==> src/rtl/dm_cache_pkg.sv <==
package dm_cache_pkg;
  typedef enum logic [2:0] {
    ST_IDLE,
    ST_EVICT,
    ST_REFILL,
    ST_STORE,
    ST_RESP
  } cache_st_e;
endpackage

==> src/rtl/dm_cache_lines.sv <==
module dm_cache_lines #(
  parameter int IDX_W  = 3,
  parameter int TAG_W  = 3,
  parameter int DATA_W = 16
) (
  input  logic              clk_i,
  input  logic              rst_ni,
  input  logic [IDX_W-1:0]  idx_i,
  input  logic              wr_en_i,
  input  logic              wr_dirty_i,
  input  logic [TAG_W-1:0]  wr_tag_i,
  input  logic [DATA_W-1:0] wr_data_i,
  input  logic              clr_dirty_i,
  output logic              valid_o,
  output logic              dirty_o,
  output logic [TAG_W-1:0]  tag_o,
  output logic [DATA_W-1:0] data_o
);
  localparam int LINES = 1 << IDX_W;

  logic [LINES-1:0]  valid_vec;
  logic [LINES-1:0]  dirty_vec;
  logic [TAG_W-1:0]  tag_arr  [LINES];
  logic [DATA_W-1:0] data_arr [LINES];

  for (genvar i = 0; i < LINES; i++) begin : g_line
    logic              sel;
    logic              v_q, d_q;
    logic [TAG_W-1:0]  t_q;
    logic [DATA_W-1:0] w_q;

    assign sel = (idx_i == IDX_W'(i));

    always_ff @(posedge clk_i or negedge rst_ni) begin
      if (!rst_ni) begin
        v_q <= 1'b0;
        d_q <= 1'b0;
      end else if (wr_en_i && sel) begin
        v_q <= 1'b1;
        d_q <= wr_dirty_i;
      end else if (clr_dirty_i && sel) begin
        d_q <= 1'b0;
      end
    end

    // payload needs no reset: guarded by v_q
    always_ff @(posedge clk_i) begin
      if (wr_en_i && sel) begin
        t_q <= wr_tag_i;
        w_q <= wr_data_i;
      end
    end

    assign valid_vec[i] = v_q;
    assign dirty_vec[i] = d_q;
    assign tag_arr[i]   = t_q;
    assign data_arr[i]  = w_q;
  end

  assign valid_o = valid_vec[idx_i];
  assign dirty_o = dirty_vec[idx_i];
  assign tag_o   = tag_arr[idx_i];
  assign data_o  = data_arr[idx_i];
endmodule

==> src/rtl/dm_cache_ctrl.sv <==
module dm_cache_ctrl
  import dm_cache_pkg::*;
#(
  parameter int ADDR_W      = 6,
  parameter int IDX_W       = 3,
  parameter int DATA_W      = 16,
  parameter bit WRITE_BACK  = 1'b1,
  parameter bit WRITE_ALLOC = 1'b1
) (
  input  logic                    clk_i,
  input  logic                    rst_ni,
  input  logic                    req_i,
  input  logic                    we_i,
  input  logic [ADDR_W-1:0]       addr_i,
  input  logic [DATA_W-1:0]       wdata_i,
  input  logic                    line_valid_i,
  input  logic                    line_dirty_i,
  input  logic [ADDR_W-IDX_W-1:0] line_tag_i,
  input  logic [DATA_W-1:0]       line_data_i,
  input  logic                    mem_ack_i,
  input  logic [DATA_W-1:0]       mem_rdata_i,
  output logic                    ready_o,
  output logic                    mem_req_o,
  output logic                    mem_we_o,
  output logic [ADDR_W-1:0]       mem_addr_o,
  output logic [DATA_W-1:0]       mem_wdata_o,
  output logic                    wr_en_o,
  output logic                    wr_dirty_o,
  output logic [DATA_W-1:0]       wr_data_o,
  output logic                    clr_dirty_o
);
  localparam int TAG_W = ADDR_W - IDX_W;

  cache_st_e state_q, state_d;

  logic [TAG_W-1:0] req_tag;
  logic [IDX_W-1:0] req_idx;
  logic             hit, victim_dirty;

  assign req_tag      = addr_i[ADDR_W-1:IDX_W];
  assign req_idx      = addr_i[IDX_W-1:0];
  assign hit          = line_valid_i && (line_tag_i == req_tag);
  assign victim_dirty = WRITE_BACK && line_valid_i && line_dirty_i && !hit;

  always_comb begin
    state_d     = state_q;
    ready_o     = 1'b0;
    mem_req_o   = 1'b0;
    mem_we_o    = 1'b0;
    mem_addr_o  = addr_i;
    mem_wdata_o = wdata_i;
    wr_en_o     = 1'b0;
    wr_dirty_o  = 1'b0;
    wr_data_o   = wdata_i;
    clr_dirty_o = 1'b0;
    unique case (state_q)
      ST_IDLE: begin
        if (req_i) begin
          if (!we_i) begin
            if (hit) ready_o = 1'b1;
            else     state_d = victim_dirty ? ST_EVICT : ST_REFILL;
          end else if (hit) begin
            if (WRITE_BACK) begin
              wr_en_o    = 1'b1;
              wr_dirty_o = 1'b1;
              ready_o    = 1'b1;
            end else begin
              state_d = ST_STORE;
            end
          end else if (WRITE_ALLOC && WRITE_BACK) begin
            if (victim_dirty) begin
              state_d = ST_EVICT;
            end else begin
              // one-word line: install straight from store data
              wr_en_o    = 1'b1;
              wr_dirty_o = 1'b1;
              ready_o    = 1'b1;
            end
          end else begin
            state_d = ST_STORE;
          end
        end
      end
      ST_EVICT: begin
        mem_req_o   = 1'b1;
        mem_we_o    = 1'b1;
        mem_addr_o  = {line_tag_i, req_idx};
        mem_wdata_o = line_data_i;
        if (mem_ack_i) begin
          clr_dirty_o = 1'b1;
          state_d     = ST_IDLE; // re-evaluate: line is now clean
        end
      end
      ST_REFILL: begin
        mem_req_o = 1'b1;
        if (mem_ack_i) begin
          wr_en_o   = 1'b1;
          wr_data_o = mem_rdata_i;
          state_d   = ST_IDLE;   // replays as a hit
        end
      end
      ST_STORE: begin
        mem_req_o = 1'b1;
        mem_we_o  = 1'b1;
        if (mem_ack_i) begin
          wr_en_o = hit || WRITE_ALLOC;
          state_d = ST_RESP;
        end
      end
      ST_RESP: begin
        ready_o = 1'b1;
        state_d = ST_IDLE;
      end
      default: state_d = ST_IDLE;
    endcase
  end

  always_ff @(posedge clk_i or negedge rst_ni) begin
    if (!rst_ni) state_q <= ST_IDLE;
    else         state_q <= state_d;
  end
endmodule

==> src/rtl/dm_cache.sv <==
module dm_cache #(
  parameter int ADDR_W      = 6,
  parameter int IDX_W       = 3,
  parameter int DATA_W      = 16,
  parameter bit WRITE_BACK  = 1'b1,
  parameter bit WRITE_ALLOC = 1'b1
) (
  input  logic              clk_i,
  input  logic              rst_ni,
  input  logic              req_i,
  input  logic              we_i,
  input  logic [ADDR_W-1:0] addr_i,
  input  logic [DATA_W-1:0] wdata_i,
  output logic              ready_o,
  output logic [DATA_W-1:0] rdata_o,
  output logic              mem_req_o,
  output logic              mem_we_o,
  output logic [ADDR_W-1:0] mem_addr_o,
  output logic [DATA_W-1:0] mem_wdata_o,
  input  logic              mem_ack_i,
  input  logic [DATA_W-1:0] mem_rdata_i
);
  localparam int TAG_W = ADDR_W - IDX_W;

  logic              line_valid, line_dirty;
  logic [TAG_W-1:0]  line_tag;
  logic [DATA_W-1:0] line_data;
  logic              wr_en, wr_dirty, clr_dirty;
  logic [DATA_W-1:0] wr_data;

  dm_cache_lines #(
    .IDX_W (IDX_W),
    .TAG_W (TAG_W),
    .DATA_W(DATA_W)
  ) u_lines (
    .clk_i      (clk_i),
    .rst_ni     (rst_ni),
    .idx_i      (addr_i[IDX_W-1:0]),
    .wr_en_i    (wr_en),
    .wr_dirty_i (wr_dirty),
    .wr_tag_i   (addr_i[ADDR_W-1:IDX_W]),
    .wr_data_i  (wr_data),
    .clr_dirty_i(clr_dirty),
    .valid_o    (line_valid),
    .dirty_o    (line_dirty),
    .tag_o      (line_tag),
    .data_o     (line_data)
  );

  dm_cache_ctrl #(
    .ADDR_W     (ADDR_W),
    .IDX_W      (IDX_W),
    .DATA_W     (DATA_W),
    .WRITE_BACK (WRITE_BACK),
    .WRITE_ALLOC(WRITE_ALLOC)
  ) u_ctrl (
    .clk_i       (clk_i),
    .rst_ni      (rst_ni),
    .req_i       (req_i),
    .we_i        (we_i),
    .addr_i      (addr_i),
    .wdata_i     (wdata_i),
    .line_valid_i(line_valid),
    .line_dirty_i(line_dirty),
    .line_tag_i  (line_tag),
    .line_data_i (line_data),
    .mem_ack_i   (mem_ack_i),
    .mem_rdata_i (mem_rdata_i),
    .ready_o     (ready_o),
    .mem_req_o   (mem_req_o),
    .mem_we_o    (mem_we_o),
    .mem_addr_o  (mem_addr_o),
    .mem_wdata_o (mem_wdata_o),
    .wr_en_o     (wr_en),
    .wr_dirty_o  (wr_dirty),
    .wr_data_o   (wr_data),
    .clr_dirty_o (clr_dirty)
  );

  assign rdata_o = line_data;
endmodule

==> config.mk <==
export PLATFORM = sky130hd
export DESIGN_NAME = dm_cache
export DESIGN_NICKNAME = d
export VERILOG_FILES = /design/src/rtl/dm_cache_pkg.sv /design/src/rtl/dm_cache_lines.sv /design/src/rtl/dm_cache_ctrl.sv /design/src/rtl/dm_cache.sv
export SDC_FILE = /design/constraint.sdc
export NUM_CORES = 1
export LEC_CHECK = 0
export ABC_AREA = 1
export BUFFER_PORTS_ARGS = -buffer_cell sky130_fd_sc_hd__buf_2
export CAP_MARGIN = 15
export CORE_MARGIN = 8
export CORE_UTILIZATION = 47
export DETAILED_ROUTE_END_ITERATION = 10
export PLACE_DENSITY = 0.66
export SYNTH_ARGS = -nofsm -noshare
export SYNTH_HDL_FRONTEND = slang
export SYNTH_SLANG_ARGS = --single-unit
==> constraint.sdc <==
create_clock -name clk_i -period 3.1 [get_ports clk_i]
set_clock_uncertainty 0.05 [all_clocks]
set_input_delay 0 -clock clk_i [delete_from_list [all_inputs] [get_ports clk_i]]
set_output_delay 0 -clock clk_i [all_outputs]
set_load 0.05 [all_outputs]
==> impl_metrics.py <==
metrics = {
    "sta": {
        "finalHoldWorstSlack_ps": 9.74,
        "maxSlewHeadroom_pct": 28.0,
        "hold_violations": 0,
        "setup_ws_ps": 509,
        "tns_ps": 0,
        "fmax_mhz": 386,
        "rsz0062_at_grt": "no",
        "slew_violations": 0,
        "fin_crit_ps": 2590,
        "period_share_pct": 83.6,
        "tightest_slew_ps": 1070,
        "setup_viol": 0,
    },
    "power": {
        "vdd_drop_max_v": 0.000449,
        "p_leak_uw": 0.00345,
        "power.density_nw_per_um2": 748,
        "p_int_uw": 4350,
        "power_frac_clock_pct": 33.6,
        "power_frac_comb_pct": 22.9,
        "power_frac_seq_pct": 43.5,
        "swShare_pct": 32.2,
        "power_switching_uw": 2070,
    },
    "critical_path": {
        "worstPathRequired_ps": 3090,
        "crit_arrival_ps": 2580,
        "crit_path_end_kind": "flop",
        "crit_fanout": 19,
        "critPathKind": "flop to flop",
        "worstSetupStartpointType": "flop",
    },
    "die": {
        "dieWidth_um": 141,
        "dieArea_um2": 19800,
        "ioPinCount": 84,
        "rows": 45,
        "die_h_um": 141,
        "start_util_pct": 48.1,
        "coreArea_um2": 15200,
    },
    "routing": {
        "drc_errors": 0,
        "dr.pass1.iters": 5,
        "viasPerCell": 5.40,
        "vias": 5028,
        "totalWireLength_um": 17100,
        "antenna_left": 0,
        "dr.first_iter.drc_count": 376,
        "wl_per_cell_um": 18.4,
    },
    "place": {
        "pre_cts_ws_ps": 345,
        "portBuffers": 83,
        "gp_congestion": 0.898,
        "place_hpwl_um": 10600,
        "dp_cells": 893,
    },
    "synthesis": {
        "synth_area_um2": 7310,
        "synth-seq-area-share_pct": 69.0,
        "synth-seq-cells": 171,
        "netlist_instances": 640,
        "syn_area_per_cell_um2": 11.4,
        "synth_nets": 683,
        "synthDistinctLibCells": 31,
        "yosysWarningCount": 0,
    },
    "status": {
        "status": "finished, final reports clean",
    },
    "layout": {
        "layout_commonest_cell": "nand2_1",
        "area_growth_pct": 17.3,
        "num_antenna_cells": 0,
        "drive_gt1_share_pct": 19.8,
        "final_cell_mix": "184 x nand2_1, 152 x edfxtp_1, 83 x buf_2, 52 x inv_1, 43 x a22oi_1",
        "nets": 773,
        "fin_cells": 931,
    },
    "grt": {
        "grt_usage_pct": 17.7,
        "grt_pass1_wl_um": 26900,
        "antenna_found_initial": 0,
        "gr-total-overflow": 0,
        "grt_pass1_vias": 5116,
        "grt_max_degree": 43,
    },
    "clocking": {
        "clk_pin_slew_ps": 60,
        "cts.sinks": 171,
        "cts_tree": "done",
        "cts_root_buf": "clkbuf_16",
        "htree_levels": 4,
        "clock_latency_ps": 410,
        "clockBufferDepth": 2,
        "cts_buffers": 17,
        "cts_resized": 0,
        "cts_hold_buf": 6,
        "post_cts_buffers": 0,
    },
    "run": {
        "drv_cap": 0,
    },
    "worst_hold_path": {
        "hp-class": "input pin to async pin",
    },
}
cell usage after synthesis (all sizes together):
cell type	count	area share, %
nand3b	1	0.10
clkbuf	20	1.0
a21boi	1	0.15
a211oi	3	0.31
o22ai	1	0.086
buf	13	1.4
a22o	3	0.36
a22oi	43	4.4
inv	57	3.1
nor2	36	1.9
a31oi	12	1.0
dfrtp	19	6.5
nor3	1	0.068
nand3	24	1.8
edfxtp	152	62
nand2	191	10
a32oi	3	0.36
a21oi	7	0.48
o21ai	44	3.0
a41oi	9	1.1
cell families (layout without fill, tap and decap cells):
logic type,after synthesis,after routing,share of synthesized area (%)
buffers and inverters,90,193,5.51
AND/OR/NAND/NOR,253,253,14.2
AO/OA/AOI/OAI,126,126,11.3
flip-flops,171,171,69.0
critical path: stages (launching register included):
cell and delay (ps):
dfrtp_1 390, nand2_1 60, o21ai_1 80, nand2_1 70
nand2_1 60, nand2_1 40, nand2_1 90, nand2_1 60
nor2_2 110, nand2_2 80, nand2_4 90, nand3_4 80
nand2_4 200, nand2_1 120, inv_1 620
power groups by stage:
stage | sequential (µW) | clock, µW | combinational, µW
floorplan | 2820 | 0 | 1100
global placement | 2830 | 0 | 1450
detailed placement | 2840 | 0 | 1470
CTS | 2790 | 2180 | 1480
global route | 2800 | 2270 | 1610
finish | 2790 | 2150 | 1470
registers in the layout, indices dropped and copies added (netlist names):
| signal | cells |
|---|---|
| u_lines.g_line.w_q | 128 |
| u_ctrl.state_q | 3 |
| u_lines.g_line.d_q | 8 |
| u_lines.g_line.t_q | 24 |
| u_lines.g_line.v_q | 8 |
path summary, 6_finish.rpt:
kind / startpoint / end / slack (ps) / cells after the start
worst max-delay path: u_lines.g_line[5].v_q$_DFFE_PN0P_ / u_lines.g_line[2].t_q[0]$_DFFE_PP_ / 510 / 14
worst min-delay path: rst_ni / u_lines.g_line[5].v_q$_DFFE_PN0P_ / 10 / 2
worst max register to register: u_lines.g_line[5].v_q$_DFFE_PN0P_ / u_lines.g_line[2].t_q[0]$_DFFE_PP_ / 510 / 14
worst min register to register: u_lines.g_line[7].v_q$_DFFE_PN0P_ / u_lines.g_line[7].v_q$_DFFE_PN0P_ / 400 / 2
max in group asynchronous: rst_ni / u_lines.g_line[6].v_q$_DFFE_PN0P_ / 2680 / 2
min in group clk_i: req_i / u_ctrl.state_q[2]$_DFFE_PN0P_ / 40 / 5
per-stage QoR:
stage / instance area [µm²] / power [µW] / utilization [%]
final: 8570 / 6410 / 56.4
after detailed placement: 7890 / 4300 / 51.9
after global routing: 8570 / 6680 / 56.4
after global placement: 7890 / 4280 / 51.9
after CTS: 8570 / 6450 / 56.4
after floorplan: 7310 / 3910 / -
per-layer routing:
metal / vias up / global-route usage [%] / routed length, µm
met5: - / 0 / 0
met4: 0 / 5.77 / 314
met3: 17 / 4.90 / 1200
met2: 205 / 29.7 / 8230
met1: 2380 / 21.8 / 7390
li1: 2426 / - / -
cell type report:
cell class	instances	area, µm²
clock inverters	15	189
repair buffers	104	588
flip-flops and latches	171	5040
inverters	57	224
clock buffers	17	425
fillers	1288	6630
multi-input cells	379	1870
well taps	188	235
Power figures use the tool's default switching activity.
